==> src/rtl/aclink_rx_pkg.sv <==
// Package: shared constants and types for the AC-link output frame receiver.
// Assumes a frame of one tag slot followed by a fixed count of data slots.
package aclink_rx_pkg;

    localparam int TAG_BITS    = 16;
    localparam int SLOT_BITS   = 20;
    localparam int DATA_SLOTS  = 12;
    localparam int SAMPLE_BITS = 18;
    localparam int ID_BITS     = 2;

    typedef enum logic [1:0] {
        MODE_PRIMARY = 2'b00,
        MODE_SEC1    = 2'b01,
        MODE_SEC2    = 2'b10,
        MODE_SEC3    = 2'b11
    } link_mode_e;

    // Left audio slot number for a link mode
    function automatic int left_slot_of(input link_mode_e m);
        case (m)
            MODE_SEC2: return 7;
            MODE_SEC3: return 6;
            default:   return 3;
        endcase
    endfunction

    // Right audio slot number for a link mode
    function automatic int right_slot_of(input link_mode_e m);
        case (m)
            MODE_SEC2: return 8;
            MODE_SEC3: return 9;
            default:   return 4;
        endcase
    endfunction

endpackage

==> src/rtl/aclink_framer.sv <==
// Framer: detects the sync rising edge and tracks slot index and bit position.
// Assumes the sync rise coincides with the first tag bit. A new rise always
// restarts the frame. After the last data slot the framer idles until the next rise.
module aclink_framer #(
    parameter int TAG_W     = 16,
    parameter int SLOT_W    = 20,
    parameter int NUM_SLOTS = 12,
    localparam int IDX_W    = $clog2(NUM_SLOTS + 1),
    localparam int BIT_W    = $clog2((TAG_W > SLOT_W) ? TAG_W : SLOT_W)
) (
    input  logic             clk,
    input  logic             rst_n,
    input  logic             sync_i,
    output logic             bit_en_o,
    output logic             slot_end_o,
    output logic [IDX_W-1:0] slot_idx_o
);

    logic             sync_q;
    logic             active_q;
    logic [IDX_W-1:0] nslot_q;
    logic [BIT_W-1:0] nbit_q;
    logic             sync_rise;
    logic [IDX_W-1:0] cur_slot;
    logic [BIT_W-1:0] cur_bit;
    logic [BIT_W-1:0] last_bit;
    logic             at_last;

    // Position of the bit sampled at this edge
    always_comb begin
        sync_rise = sync_i & ~sync_q;
        cur_slot  = sync_rise ? '0 : nslot_q;
        cur_bit   = sync_rise ? '0 : nbit_q;
        last_bit  = (cur_slot == '0) ? BIT_W'(TAG_W - 1) : BIT_W'(SLOT_W - 1);
        at_last   = (cur_bit == last_bit);
    end

    assign bit_en_o   = sync_rise | active_q;
    assign slot_end_o = bit_en_o & at_last;
    assign slot_idx_o = cur_slot;

    // Advance the frame position on each accepted bit
    always_ff @(posedge clk) begin
        if (!rst_n) begin
            sync_q   <= 1'b0;
            active_q <= 1'b0;
            nslot_q  <= '0;
            nbit_q   <= '0;
        end else begin
            sync_q <= sync_i;
            if (bit_en_o) begin
                if (at_last) begin
                    nslot_q  <= cur_slot + 1'b1;
                    nbit_q   <= '0;
                    active_q <= (cur_slot != IDX_W'(NUM_SLOTS));
                end else begin
                    nslot_q  <= cur_slot;
                    nbit_q   <= cur_bit + 1'b1;
                    active_q <= 1'b1;
                end
            end
        end
    end

endmodule

==> src/rtl/aclink_shifter.sv <==
// Shifter: MSB-first serial-to-parallel register for one slot.
// The output word includes the bit being sampled now, so it is complete
// in the same cycle the framer flags the end of a slot.
module aclink_shifter #(
    parameter int SLOT_W = 20
) (
    input  logic              clk,
    input  logic              rst_n,
    input  logic              bit_en_i,
    input  logic              sdata_i,
    output logic [SLOT_W-1:0] word_o
);

    logic [SLOT_W-2:0] sh_q;

    assign word_o = {sh_q, sdata_i};

    // Shift in one serial bit per enabled edge
    always_ff @(posedge clk) begin
        if (!rst_n) begin
            sh_q <= '0;
        end else if (bit_en_i) begin
            sh_q <= word_o[SLOT_W-2:0];
        end
    end

endmodule

==> src/rtl/aclink_slot_select.sv <==
// Slot selector: from the captured tag, link mode and codec ID, decides which
// command and audio slots this codec accepts. Purely combinational.
// Assumes the tag bit for slot n sits at position TAG_W-1-n.
module aclink_slot_select
    import aclink_rx_pkg::*;
#(
    parameter int TAG_W     = 16,
    parameter int NUM_SLOTS = 12,
    parameter int ID_W      = 2,
    localparam int IDX_W    = $clog2(NUM_SLOTS + 1)
) (
    input  link_mode_e       mode_i,
    input  logic [ID_W-1:0]  codec_id_i,
    input  logic [TAG_W-1:0] tag_i,
    output logic             take_addr_o,
    output logic             take_data_o,
    output logic             take_left_o,
    output logic             take_right_o,
    output logic [IDX_W-1:0] left_slot_o,
    output logic [IDX_W-1:0] right_slot_o
);

    logic [NUM_SLOTS:1] slot_flag;
    logic               frame_ok;
    logic               primary;
    logic               id_ok;

    // Per-slot valid flag picked out of the tag
    for (genvar s = 1; s <= NUM_SLOTS; s++) begin : g_flag
        assign slot_flag[s] = tag_i[TAG_W-1-s];
    end

    // Acceptance decision for the command and audio slots
    always_comb begin
        frame_ok     = tag_i[TAG_W-1];
        primary      = (mode_i == MODE_PRIMARY);
        id_ok        = primary ? (tag_i[ID_W-1:0] == '0)
                               : (tag_i[ID_W-1:0] == codec_id_i);
        left_slot_o  = IDX_W'(left_slot_of(mode_i));
        right_slot_o = IDX_W'(right_slot_of(mode_i));
        take_addr_o  = frame_ok & id_ok & (primary ? slot_flag[1] : 1'b1);
        take_data_o  = frame_ok & id_ok & (primary ? slot_flag[2] : 1'b1);
        take_left_o  = frame_ok & id_ok & slot_flag[left_slot_of(mode_i)];
        take_right_o = frame_ok & id_ok & slot_flag[right_slot_of(mode_i)];
    end

endmodule

==> src/rtl/aclink_out_rx.sv <==
// Top: AC-link output frame receiver. Frames the serial line, captures the tag,
// and registers accepted command words and audio samples with one-cycle strobes.
// Assumes mode_i and codec_id_i change only between frames.
module aclink_out_rx
    import aclink_rx_pkg::*;
#(
    parameter int TAG_W     = TAG_BITS,
    parameter int SLOT_W    = SLOT_BITS,
    parameter int NUM_SLOTS = DATA_SLOTS,
    parameter int SAMPLE_W  = SAMPLE_BITS,
    parameter int ID_W      = ID_BITS,
    localparam int IDX_W    = $clog2(NUM_SLOTS + 1)
) (
    input  logic                clk,
    input  logic                rst_n,
    input  logic                sync_i,
    input  logic                sdata_i,
    input  logic [1:0]          mode_i,
    input  logic [ID_W-1:0]     codec_id_i,
    output logic [SLOT_W-1:0]   cmd_addr_o,
    output logic                cmd_addr_vld_o,
    output logic [SLOT_W-1:0]   cmd_data_o,
    output logic                cmd_data_vld_o,
    output logic [SAMPLE_W-1:0] left_o,
    output logic                left_vld_o,
    output logic [SAMPLE_W-1:0] right_o,
    output logic                right_vld_o
);

    logic              bit_en;
    logic              slot_end;
    logic [IDX_W-1:0]  slot_idx;
    logic [SLOT_W-1:0] word;
    logic [TAG_W-1:0]  tag_q;
    logic              take_addr, take_data, take_left, take_right;
    logic [IDX_W-1:0]  left_slot, right_slot;
    link_mode_e        mode;

    assign mode = link_mode_e'(mode_i);

    aclink_framer #(
        .TAG_W     (TAG_W),
        .SLOT_W    (SLOT_W),
        .NUM_SLOTS (NUM_SLOTS)
    ) framer_i (
        .clk        (clk),
        .rst_n      (rst_n),
        .sync_i     (sync_i),
        .bit_en_o   (bit_en),
        .slot_end_o (slot_end),
        .slot_idx_o (slot_idx)
    );

    aclink_shifter #(
        .SLOT_W (SLOT_W)
    ) shifter_i (
        .clk      (clk),
        .rst_n    (rst_n),
        .bit_en_i (bit_en),
        .sdata_i  (sdata_i),
        .word_o   (word)
    );

    aclink_slot_select #(
        .TAG_W     (TAG_W),
        .NUM_SLOTS (NUM_SLOTS),
        .ID_W      (ID_W)
    ) select_i (
        .mode_i       (mode),
        .codec_id_i   (codec_id_i),
        .tag_i        (tag_q),
        .take_addr_o  (take_addr),
        .take_data_o  (take_data),
        .take_left_o  (take_left),
        .take_right_o (take_right),
        .left_slot_o  (left_slot),
        .right_slot_o (right_slot)
    );

    // Latch the tag when slot 0 completes
    always_ff @(posedge clk) begin
        if (!rst_n) begin
            tag_q <= '0;
        end else if (slot_end && slot_idx == '0) begin
            tag_q <= word[TAG_W-1:0];
        end
    end

    // Register accepted slot contents and raise single-cycle strobes
    always_ff @(posedge clk) begin
        if (!rst_n) begin
            cmd_addr_o     <= '0;
            cmd_data_o     <= '0;
            left_o         <= '0;
            right_o        <= '0;
            cmd_addr_vld_o <= 1'b0;
            cmd_data_vld_o <= 1'b0;
            left_vld_o     <= 1'b0;
            right_vld_o    <= 1'b0;
        end else begin
            cmd_addr_vld_o <= 1'b0;
            cmd_data_vld_o <= 1'b0;
            left_vld_o     <= 1'b0;
            right_vld_o    <= 1'b0;
            if (slot_end && slot_idx == IDX_W'(1) && take_addr) begin
                cmd_addr_o     <= word;
                cmd_addr_vld_o <= 1'b1;
            end
            if (slot_end && slot_idx == IDX_W'(2) && take_data) begin
                cmd_data_o     <= word;
                cmd_data_vld_o <= 1'b1;
            end
            if (slot_end && slot_idx == left_slot && take_left) begin
                left_o     <= word[SLOT_W-1 -: SAMPLE_W];
                left_vld_o <= 1'b1;
            end
            if (slot_end && slot_idx == right_slot && take_right) begin
                right_o     <= word[SLOT_W-1 -: SAMPLE_W];
                right_vld_o <= 1'b1;
            end
        end
    end

endmodule

==> config.mk <==
export PLATFORM = sky130hd
export DESIGN_NAME = aclink_out_rx
export DESIGN_NICKNAME = d
export VERILOG_FILES = /design/src/rtl/aclink_rx_pkg.sv /design/src/rtl/aclink_framer.sv /design/src/rtl/aclink_shifter.sv /design/src/rtl/aclink_slot_select.sv /design/src/rtl/aclink_out_rx.sv
export SDC_FILE = /design/constraint.sdc
export NUM_CORES = 1
export LEC_CHECK = 0
export CAP_MARGIN = 30
export CORE_ASPECT_RATIO = 0.6
export CORE_UTILIZATION = 50
export CTS_CLUSTER_SIZE = 10
export DETAILED_ROUTE_END_ITERATION = 8
export PLACE_DENSITY_LB_ADDON = 0.05
export SLEW_MARGIN = 20
export SYNTH_ARGS = -nofsm -noshare
export SYNTH_HDL_FRONTEND = slang
export SYNTH_HIERARCHICAL = 1
export SYNTH_SLANG_ARGS = --single-unit
==> constraint.sdc <==
create_clock -name clk -period 4.29 [get_ports clk]
set_input_delay 0.858 -clock clk [delete_from_list [all_inputs] [get_ports clk]]
set_output_delay 0.858 -clock clk [all_outputs]
set_load 0.01 [all_outputs]
==> tab_implementation.tex, run 1 <==
\begin{tabular}{lr}
\hline
Metric & Value \\
\hline
\multicolumn{2}{l}{\textbf{Worst setup path}} \\
Category of the most critical setup path & in -> reg \\
Startpoint class of the critical path & input pin \\
CP Max Fanout & 20 \\
Critical path arrival & 3.81 ns \\
Kind of capture point of the worst setup path & register \\
Req. time, crit path & 4.63 ns \\
\multicolumn{2}{l}{\textbf{Finish}} \\
Final net count & 633 \\
Share of post-route cells with drive strength above 1 & approximately 9\% \\
Most common cell after layout, fill and taps aside & sky130\_fd\_sc\_hd\_\_nand2\_1 \\
Final std cells w/o fill & 765 \\
N\_diodes & 0 \\
Commonest non-fill, non-tap cells in the layout & sky130\_fd\_sc\_hd\_\_nand2\_1 (148), sky130\_fd\_sc\_hd\_\_dfxtp\_1 (121), sky130\_fd\_sc\_hd\_\_clkdlybuf4s50\_1 (86) \\
Layout-stage area growth over the synthesis result & 29.6\% \\
Filler cells & 782 \\
Post-layout util & between 60 and 70\% \\
\multicolumn{2}{l}{\textbf{Clock network}} \\
Number of H-tree levels & 4 \\
\# clock sinks & 121 \\
Largest buffer count on any clock path & 2 \\
Clock tree from TritonCTS & done \\
Total of cells resized after clock tree synthesis & 0 \\
Number of buffers added for setup after CTS & 0 \\
Clock transition at the registers of the reported paths & 0.05 ns \\
Clock latency at the later pin of the worst-skew pair & 0.41 ns \\
Post-CTS Hold Buffers & 0 \\
Root cell of the clock tree & sky130\_fd\_sc\_hd\_\_clkbuf\_16 \\
TritonCTS Buffers & 17 \\
\multicolumn{2}{l}{\textbf{Timing}} \\
Skew final & about 0.011 ns \\
Count of final hold-check violations & 0 \\
Final setup violation count & 0 \\
Shortest period the worst path allows & 3.48 ns \\
Final max-slew violation count & 0 \\
Min setup slack post-route & approximately 0.8 ns \\
Setup repair after global routing missed its margin & false \\
Sum of negative setup slack & 0 ns \\
Maximum clock frequency & 288 MHz \\
Actual slew at the worst max-slew pin & 0.810 ns \\
Final period util & 81.0\% \\
Max transition margin & between 40\% and 50\% \\
\multicolumn{2}{l}{\textbf{Detailed routing}} \\
Post-route ant nets & 0 \\
Routed wirelength normalized by instance count & 15.7 µm \\
First DRT Iteration DRCs & 289 \\
Overall routed net length & 12000 µm \\
Number of detailed-route iterations in the first pass & 5 \\
Remaining design rule violation count & 0 \\
Via-per-instance ratio & 5.16 \\
Vias after detailed routing & 3950 \\
\multicolumn{2}{l}{\textbf{Placement}} \\
Total placed cells including tap cells & 733 \\
IO buf count & 87 \\
Placer congestion estimate & 0.832 \\
HPWL reported at the end of detailed placement & 8210 µm \\
Worst Setup Slack post-DPL & approximately 0.46 ns \\
\multicolumn{2}{l}{\textbf{Pwr}} \\
Static power due to leakage & 2.58 nW \\
Max IR drop VDD & 0.000279 V \\
Power density relative to cell area & between 400 and 500 nW/µm² \\
Total power consumption of the routed design & 2.67 mW \\
\multicolumn{2}{l}{\textbf{Yosys}} \\
Yosys Warn Count & 6 \\
Syn avg cell area & 9.13 µm² \\
Netlist area before placement & 4960 µm² \\
Number of standard cells after synthesis & 543 \\
\multicolumn{2}{l}{\textbf{Die}} \\
DIE WIDTH & 131 µm \\
Area enclosed by the die boundary & 10300 µm² \\
Number of core rows & 27 \\
Initial standard-cell utilization of the core & a little over half \\
Floorplan Core Area & around 9400 µm² \\
Die Y-Extent & 79.1 µm \\
Ports & 88 \\
\multicolumn{2}{l}{\textbf{Global routing}} \\
Total global routing track utilization & 25.3\% \\
Pin count of the biggest net entering global routing & 87 \\
Antenna violations before repair & 0 \\
Global route overflow & 0 \\
Number of global-route vias before repair & around 3800 \\
First-pass GRT wire length & 19700 µm \\
\multicolumn{2}{l}{\textbf{Flow run}} \\
Number of max-cap violations & 0 \\
\multicolumn{2}{l}{\textbf{Hold path}} \\
Class of the tightest hold or removal check & reg -> reg \\
\multicolumn{2}{l}{\textbf{Outcome}} \\
Run status & completed \\
\hline
\end{tabular}
==> state kept, by name (all words and copies together), names as in the netlist, 4 cells and up <==
signal / cells
tag_q: 11
left_o: 18
right_o: 18
framer_i/nslot_q: 4
framer_i/nbit_q: 5
shifter_i/sh_q: 19
cmd_addr_o: 20
cmd_data_o: 20
==> path summary, 6_finish.rpt <==
| path | endpoint | cells after the start | slack (ns) | startpoint |
|---|---|---|---|---|
| max reg2reg | cmd_addr_o[3]$_SDFFE_PN0P_ | 11 | 1.37 | framer_i/sync_q$_SDFF_PN0_ |
| min reg2reg | left_o[2]$_SDFFE_PN0P_ | 2 | 0.45 | left_o[2]$_SDFFE_PN0P_ |
| max | cmd_addr_o[3]$_SDFFE_PN0P_ | 12 | 0.81 | sync_i |
| min | left_o[2]$_SDFFE_PN0P_ | 2 | 0.45 | left_o[2]$_SDFFE_PN0P_ |
==> per-stage QoR <==
stage	hold slack, ns	instance area [µm²]
after floorplan	0.454	4960
after global placement	0.441	5800
after detailed placement	0.450	5810
after CTS	0.458	6430
after global routing	0.474	6430
final	0.454	6430
==> routing by layer <==
layer	GRT usage, %	vias up	wire length [µm]
met5	0	-	0
met4	8.97	0	87
met3	6.67	8	624
met2	36.2	106	5310
met1	36.3	1878	5990
li1	-	1958	-
==> area by class of cell <==
cell class / count / area, µm² / share of cell area [%]
well taps: 130 / 163 / 2.53
clock inverters: 12 / 148 / 2.30
multi-input cells: 374 / 2230 / 34.7
repair buffers: 99 / 963 / 15.0
clock buffers: 20 / 467 / 7.26
flip-flops and latches: 121 / 2420 / 37.7
inverters: 9 / 33.8 / 0.525
==> report_power, final <==
group	total, mW	switching [mW]	leakage (nW)	internal (mW)
Clock	1.46	0.504	0.302	0.955
Sequential	1.13	0.00441	0.975	1.13
Combinational	0.0767	0.0485	1.30	0.0282
==> critical path, stage by stage <==
cell                              delay [ns]
sky130_fd_sc_hd__clkdlybuf4s50_1        0.47
sky130_fd_sc_hd__nand2b_1               0.09
sky130_fd_sc_hd__nand2_1                0.13
sky130_fd_sc_hd__ha_1                   0.19
sky130_fd_sc_hd__or3b_4                 0.41
sky130_fd_sc_hd__mux2_4                 0.23
sky130_fd_sc_hd__nand3_1                0.17
sky130_fd_sc_hd__inv_1                  0.16
sky130_fd_sc_hd__nor4b_2                0.29
sky130_fd_sc_hd__and3_2                 0.54
sky130_fd_sc_hd__nand2_1                0.12
sky130_fd_sc_hd__a21oi_1                0.15
Note: power is estimated with default switching activity, not from simulation.
==> run 2, diff against run 1 <==
==> constraint.sdc (replaced) <==
create_clock -name clk -period 3.3 [get_ports clk]
set_input_delay 0.66 -clock clk [delete_from_list [all_inputs] [get_ports clk]]
set_output_delay 0.66 -clock clk [all_outputs]
set_load 0.01 [all_outputs]
==> run 2 against run 1 <==
Critical path depth up 1. Combinational power up 32%. Wire length up 4.0%. Critical path type unchanged.
==> tab_implementation.tex, run 2 (synthesis results as in run 1) <==
\begin{tabular}{lr}
\hline
Metric & Value \\
\hline
\multicolumn{2}{l}{\textbf{Hold path}} \\
Min-delay src & left\_o[9]\$\_SDFFE\_PN0P\_ (was left\_o[2]\$\_SDFFE\_PN0P\_) \\
Class of the tightest hold or removal check & reg -> reg (unchanged) \\
Number of cells on the worst hold path & 2 (unchanged) \\
Endpoint of the worst hold path & left\_o[9]\$\_SDFFE\_PN0P\_ (was left\_o[2]\$\_SDFFE\_PN0P\_) \\
\multicolumn{2}{l}{\textbf{Global routing}} \\
Number of global-route vias before repair & 3957 (was 3763) \\
Most used routing layer in global routing & met2 (was met1) \\
Total global routing track utilization & 25.7\% (was 25.3\%) \\
Global-route met3 utilization & 5.93\% (was 6.67\%) \\
Met2 capacity usage during global routing & 40.4\% (was 36.2\%) \\
Pin count of the biggest net entering global routing & 48 (was 87) \\
Met1 demand-to-capacity share in global routing & 35.0\% (was 36.3\%) \\
Antenna violations before repair & 0 (unchanged) \\
Global route overflow & 0 (unchanged) \\
First-pass GRT wire length & 19800 µm (was 19700 µm) \\
\multicolumn{2}{l}{\textbf{Clock network}} \\
TritonCTS Buffers & 17 (unchanged) \\
Largest buffer count on any clock path & 2 (unchanged) \\
\# clock sinks & 121 (unchanged) \\
Clock tree from TritonCTS & done (unchanged) \\
Total of cells resized after clock tree synthesis & 0 (unchanged) \\
Clock transition at the registers of the reported paths & 0.05 ns (about the same) \\
Number of H-tree levels & 4 (unchanged) \\
Post-CTS Hold Buffers & 0 (unchanged) \\
Number of buffers added for setup after CTS & 0 (unchanged) \\
Root cell of the clock tree & sky130\_fd\_sc\_hd\_\_clkbuf\_16 (unchanged) \\
Clock latency at the later pin of the worst-skew pair & 0.40 ns (was 0.41 ns) \\
\multicolumn{2}{l}{\textbf{Finish}} \\
Share of post-route cells with drive strength above 1 & 10.2\% (was 8.98\%) \\
N\_diodes & 0 (unchanged) \\
Final std cells w/o fill & 775 (was 765) \\
Final net count & 643 (was 633) \\
Commonest non-fill, non-tap cells in the layout & sky130\_fd\_sc\_hd\_\_nand2\_1 (148), sky130\_fd\_sc\_hd\_\_dfxtp\_1 (121), sky130\_fd\_sc\_hd\_\_clkdlybuf4s50\_1 (86) (unchanged) \\
Layout-stage area growth over the synthesis result & 31.4\% (was 29.6\%) \\
Most common cell after layout, fill and taps aside & sky130\_fd\_sc\_hd\_\_nand2\_1 (unchanged) \\
Largest regs & cmd\_addr\_o x20, cmd\_data\_o x20, shifter\_i/sh\_q x19 (unchanged) \\
Post-layout util & 69.4\% (was 68.5\%) \\
Filler cells & 751 (was 782) \\
\multicolumn{2}{l}{\textbf{Timing}} \\
Final period util & 90.6\% \\
Shortest period the worst path allows & 2.99 ns \\
Fin Hold WS & 0.455 ns (was 0.454 ns) \\
Setup repair after global routing missed its margin & false (unchanged) \\
Final setup violation count & 0 (unchanged) \\
Skew final & 0.00746 ns (was 0.0109 ns) \\
Min setup slack post-route & 0.310 ns (was 0.814 ns) \\
Maximum clock frequency & 334 MHz \\
Final max-slew violation count & 0 (unchanged) \\
Count of final hold-check violations & 0 (unchanged) \\
\multicolumn{2}{l}{\textbf{Worst setup path}} \\
Req. time, crit path & 3.57 ns (was 4.63 ns) \\
R2r endpoint & tag\_q[12]\$\_SDFFE\_PN0P\_ (was cmd\_addr\_o[3]\$\_SDFFE\_PN0P\_) \\
CP Max Fanout & 11 (was 20) \\
Critical path arrival & 3.26 ns (was 3.81 ns) \\
Launch point of the worst reg-to-reg path & framer\_i/sync\_q\$\_SDFF\_PN0\_ (unchanged) \\
Category of the most critical setup path & in -> reg (unchanged) \\
Startpoint class of the critical path & input pin (unchanged) \\
Worst reg-to-reg setup slack & 0.67 ns (was 1.37 ns) \\
Kind of capture point of the worst setup path & register (unchanged) \\
Cells on worst reg2reg path & 12 (was 11) \\
\multicolumn{2}{l}{\textbf{Detailed routing}} \\
Remaining design rule violation count & 0 (unchanged) \\
Vias after detailed routing & 4092 (was 3950) \\
Post-route ant nets & 0 (unchanged) \\
First DRT Iteration DRCs & 231 (was 289) \\
Number of detailed-route iterations in the first pass & 5 (unchanged) \\
Overall routed net length & 12500 µm (was 12000 µm) \\
Routed wirelength normalized by instance count & 16.1 µm (was 15.7 µm) \\
Via-per-instance ratio & 5.28 (was 5.16) \\
\multicolumn{2}{l}{\textbf{Die}} \\
Die Y-Extent & 79.1 µm (unchanged) \\
Floorplan Core Area & 9390 µm² (unchanged) \\
Ports & 88 (unchanged) \\
Number of core rows & 27 (unchanged) \\
Initial standard-cell utilization of the core & 52.8\% (unchanged) \\
DIE WIDTH & 131 µm (unchanged) \\
Area enclosed by the die boundary & 10300 µm² (unchanged) \\
\multicolumn{2}{l}{\textbf{Pwr}} \\
Total power consumption of the routed design & 3.37 mW (was 2.67 mW) \\
Psw & 721 µW (was 557 µW) \\
Combinational share of power & 3.0\% (was 2.9\%) \\
Net switching fraction of the power & 21.4\% (was 20.9\%) \\
Static power due to leakage & 2.63 nW (was 2.58 nW) \\
Max IR drop VDD & 0.000331 V (was 0.000279 V) \\
Portion of total power attributed to the clock network & 53.3\% (was 54.7\%) \\
Sequential share of power & 43.7\% (was 42.5\%) \\
Internal power & 2.65 mW (was 2.11 mW) \\
Power density relative to cell area & 517 nW/µm² (was 415 nW/µm²) \\
\multicolumn{2}{l}{\textbf{Placement}} \\
Placer congestion estimate & 0.847 (was 0.832) \\
HPWL reported at the end of detailed placement & 8740 µm (was 8210 µm) \\
Total placed cells including tap cells & 743 (was 733) \\
Worst Setup Slack post-DPL & -0.0745 ns (was 0.458 ns) \\
IO buf count & 87 (unchanged) \\
\multicolumn{2}{l}{\textbf{Outcome}} \\
Run status & completed (unchanged) \\
\multicolumn{2}{l}{\textbf{Flow run}} \\
Number of max-cap violations & 0 (unchanged) \\
\hline
\end{tabular}
## run 2: changes by cell type in the layout (fill, tap and decap cells not counted), sizes merged
cell	delta
buf	+10
bufinv	-1
clkinvlp	+1
## run 2: power groups by stage
stage                     registers [mW]  logic [mW]  clock network [mW]
after global routing                1.47       0.109                1.88
after global placement              1.50      0.0975                   0
after floorplan                     1.50      0.0840                   0
after detailed placement            1.50      0.0997                   0
after CTS                           1.47       0.100                1.81
final                               1.47       0.101                1.80
## run 2: area by class of cell
type | instances | area [µm²] | area share, %
Inverter | 9 | 33.8 | 0.519
Tap cell | 130 | 163 | 2.50
Sequential cell | 121 | 2420 | 37.2
Multi-Input combinational cell | 374 | 2230 | 34.3
Clock inverter | 12 | 125 | 1.92
Clock buffer | 20 | 457 | 7.01
Timing Repair Buffer | 109 | 1080 | 16.6
## run 2: how the worst max path moves through the flow
stage | start | end | slack (ns) | cells after the start
floorplan | sync_i | tag_q[11]$_SDFFE_PN0P_ | 0.21 | 15
global placement | sync_i | tag_q[6]$_SDFFE_PN0P_ | 0.05 | 13
detailed placement | sync_i | tag_q[8]$_SDFFE_PN0P_ | -0.07 | 13
CTS | sync_i | tag_q[12]$_SDFFE_PN0P_ | 0.32 | 13
global route | sync_i | tag_q[8]$_SDFFE_PN0P_ | 0.15 | 13
finish | sync_i | tag_q[12]$_SDFFE_PN0P_ | 0.31 | 13
## run 2: critical path, cell delays in order
cell,delay (ns)
sky130_fd_sc_hd__clkdlybuf4s50_1,0.48
sky130_fd_sc_hd__nand2b_1,0.12
sky130_fd_sc_hd__nand2_1,0.12
sky130_fd_sc_hd__ha_1,0.17
sky130_fd_sc_hd__or3b_4,0.39
sky130_fd_sc_hd__mux2_4,0.22
sky130_fd_sc_hd__nand3_1,0.10
sky130_fd_sc_hd__inv_1,0.12
sky130_fd_sc_hd__nor4b_2,0.27
sky130_fd_sc_hd__and2b_1,0.22
sky130_fd_sc_hd__buf_12,0.15
sky130_fd_sc_hd__mux2i_1,0.20
sky130_fd_sc_hd__nor2_1,0.06
## run 2: per-layer routing
layer,vias to the layer above,part of all wire [%]
li1,1984,-
met1,1975,50
met2,121,45
met3,12,4.5
met4,0,0.82
met5,-,0
## run 2: metrics by stage
step / area, µm² / setup TNS, ns
2_1_floorplan: 4960 / 0
6_report: 6510 / 0
3_5_place_dp: 5930 / -1.30
5_1_grt: 6510 / 0
4_1_cts: 6510 / 0
3_3_place_gp: 5930 / 0
==> run 3, diff against run 2 <==
--- a/config.mk
+++ b/config.mk
@@ -5,7 +5,6 @@
 export SDC_FILE = /design/constraint.sdc
 export NUM_CORES = 1
 export LEC_CHECK = 0
-export CAP_MARGIN = 30
 export CORE_ASPECT_RATIO = 0.6
 export CORE_UTILIZATION = 50
 export CTS_CLUSTER_SIZE = 10
==> results of run 3 <==
No change in the layout: final DEF, timing and power equal those of run 2.
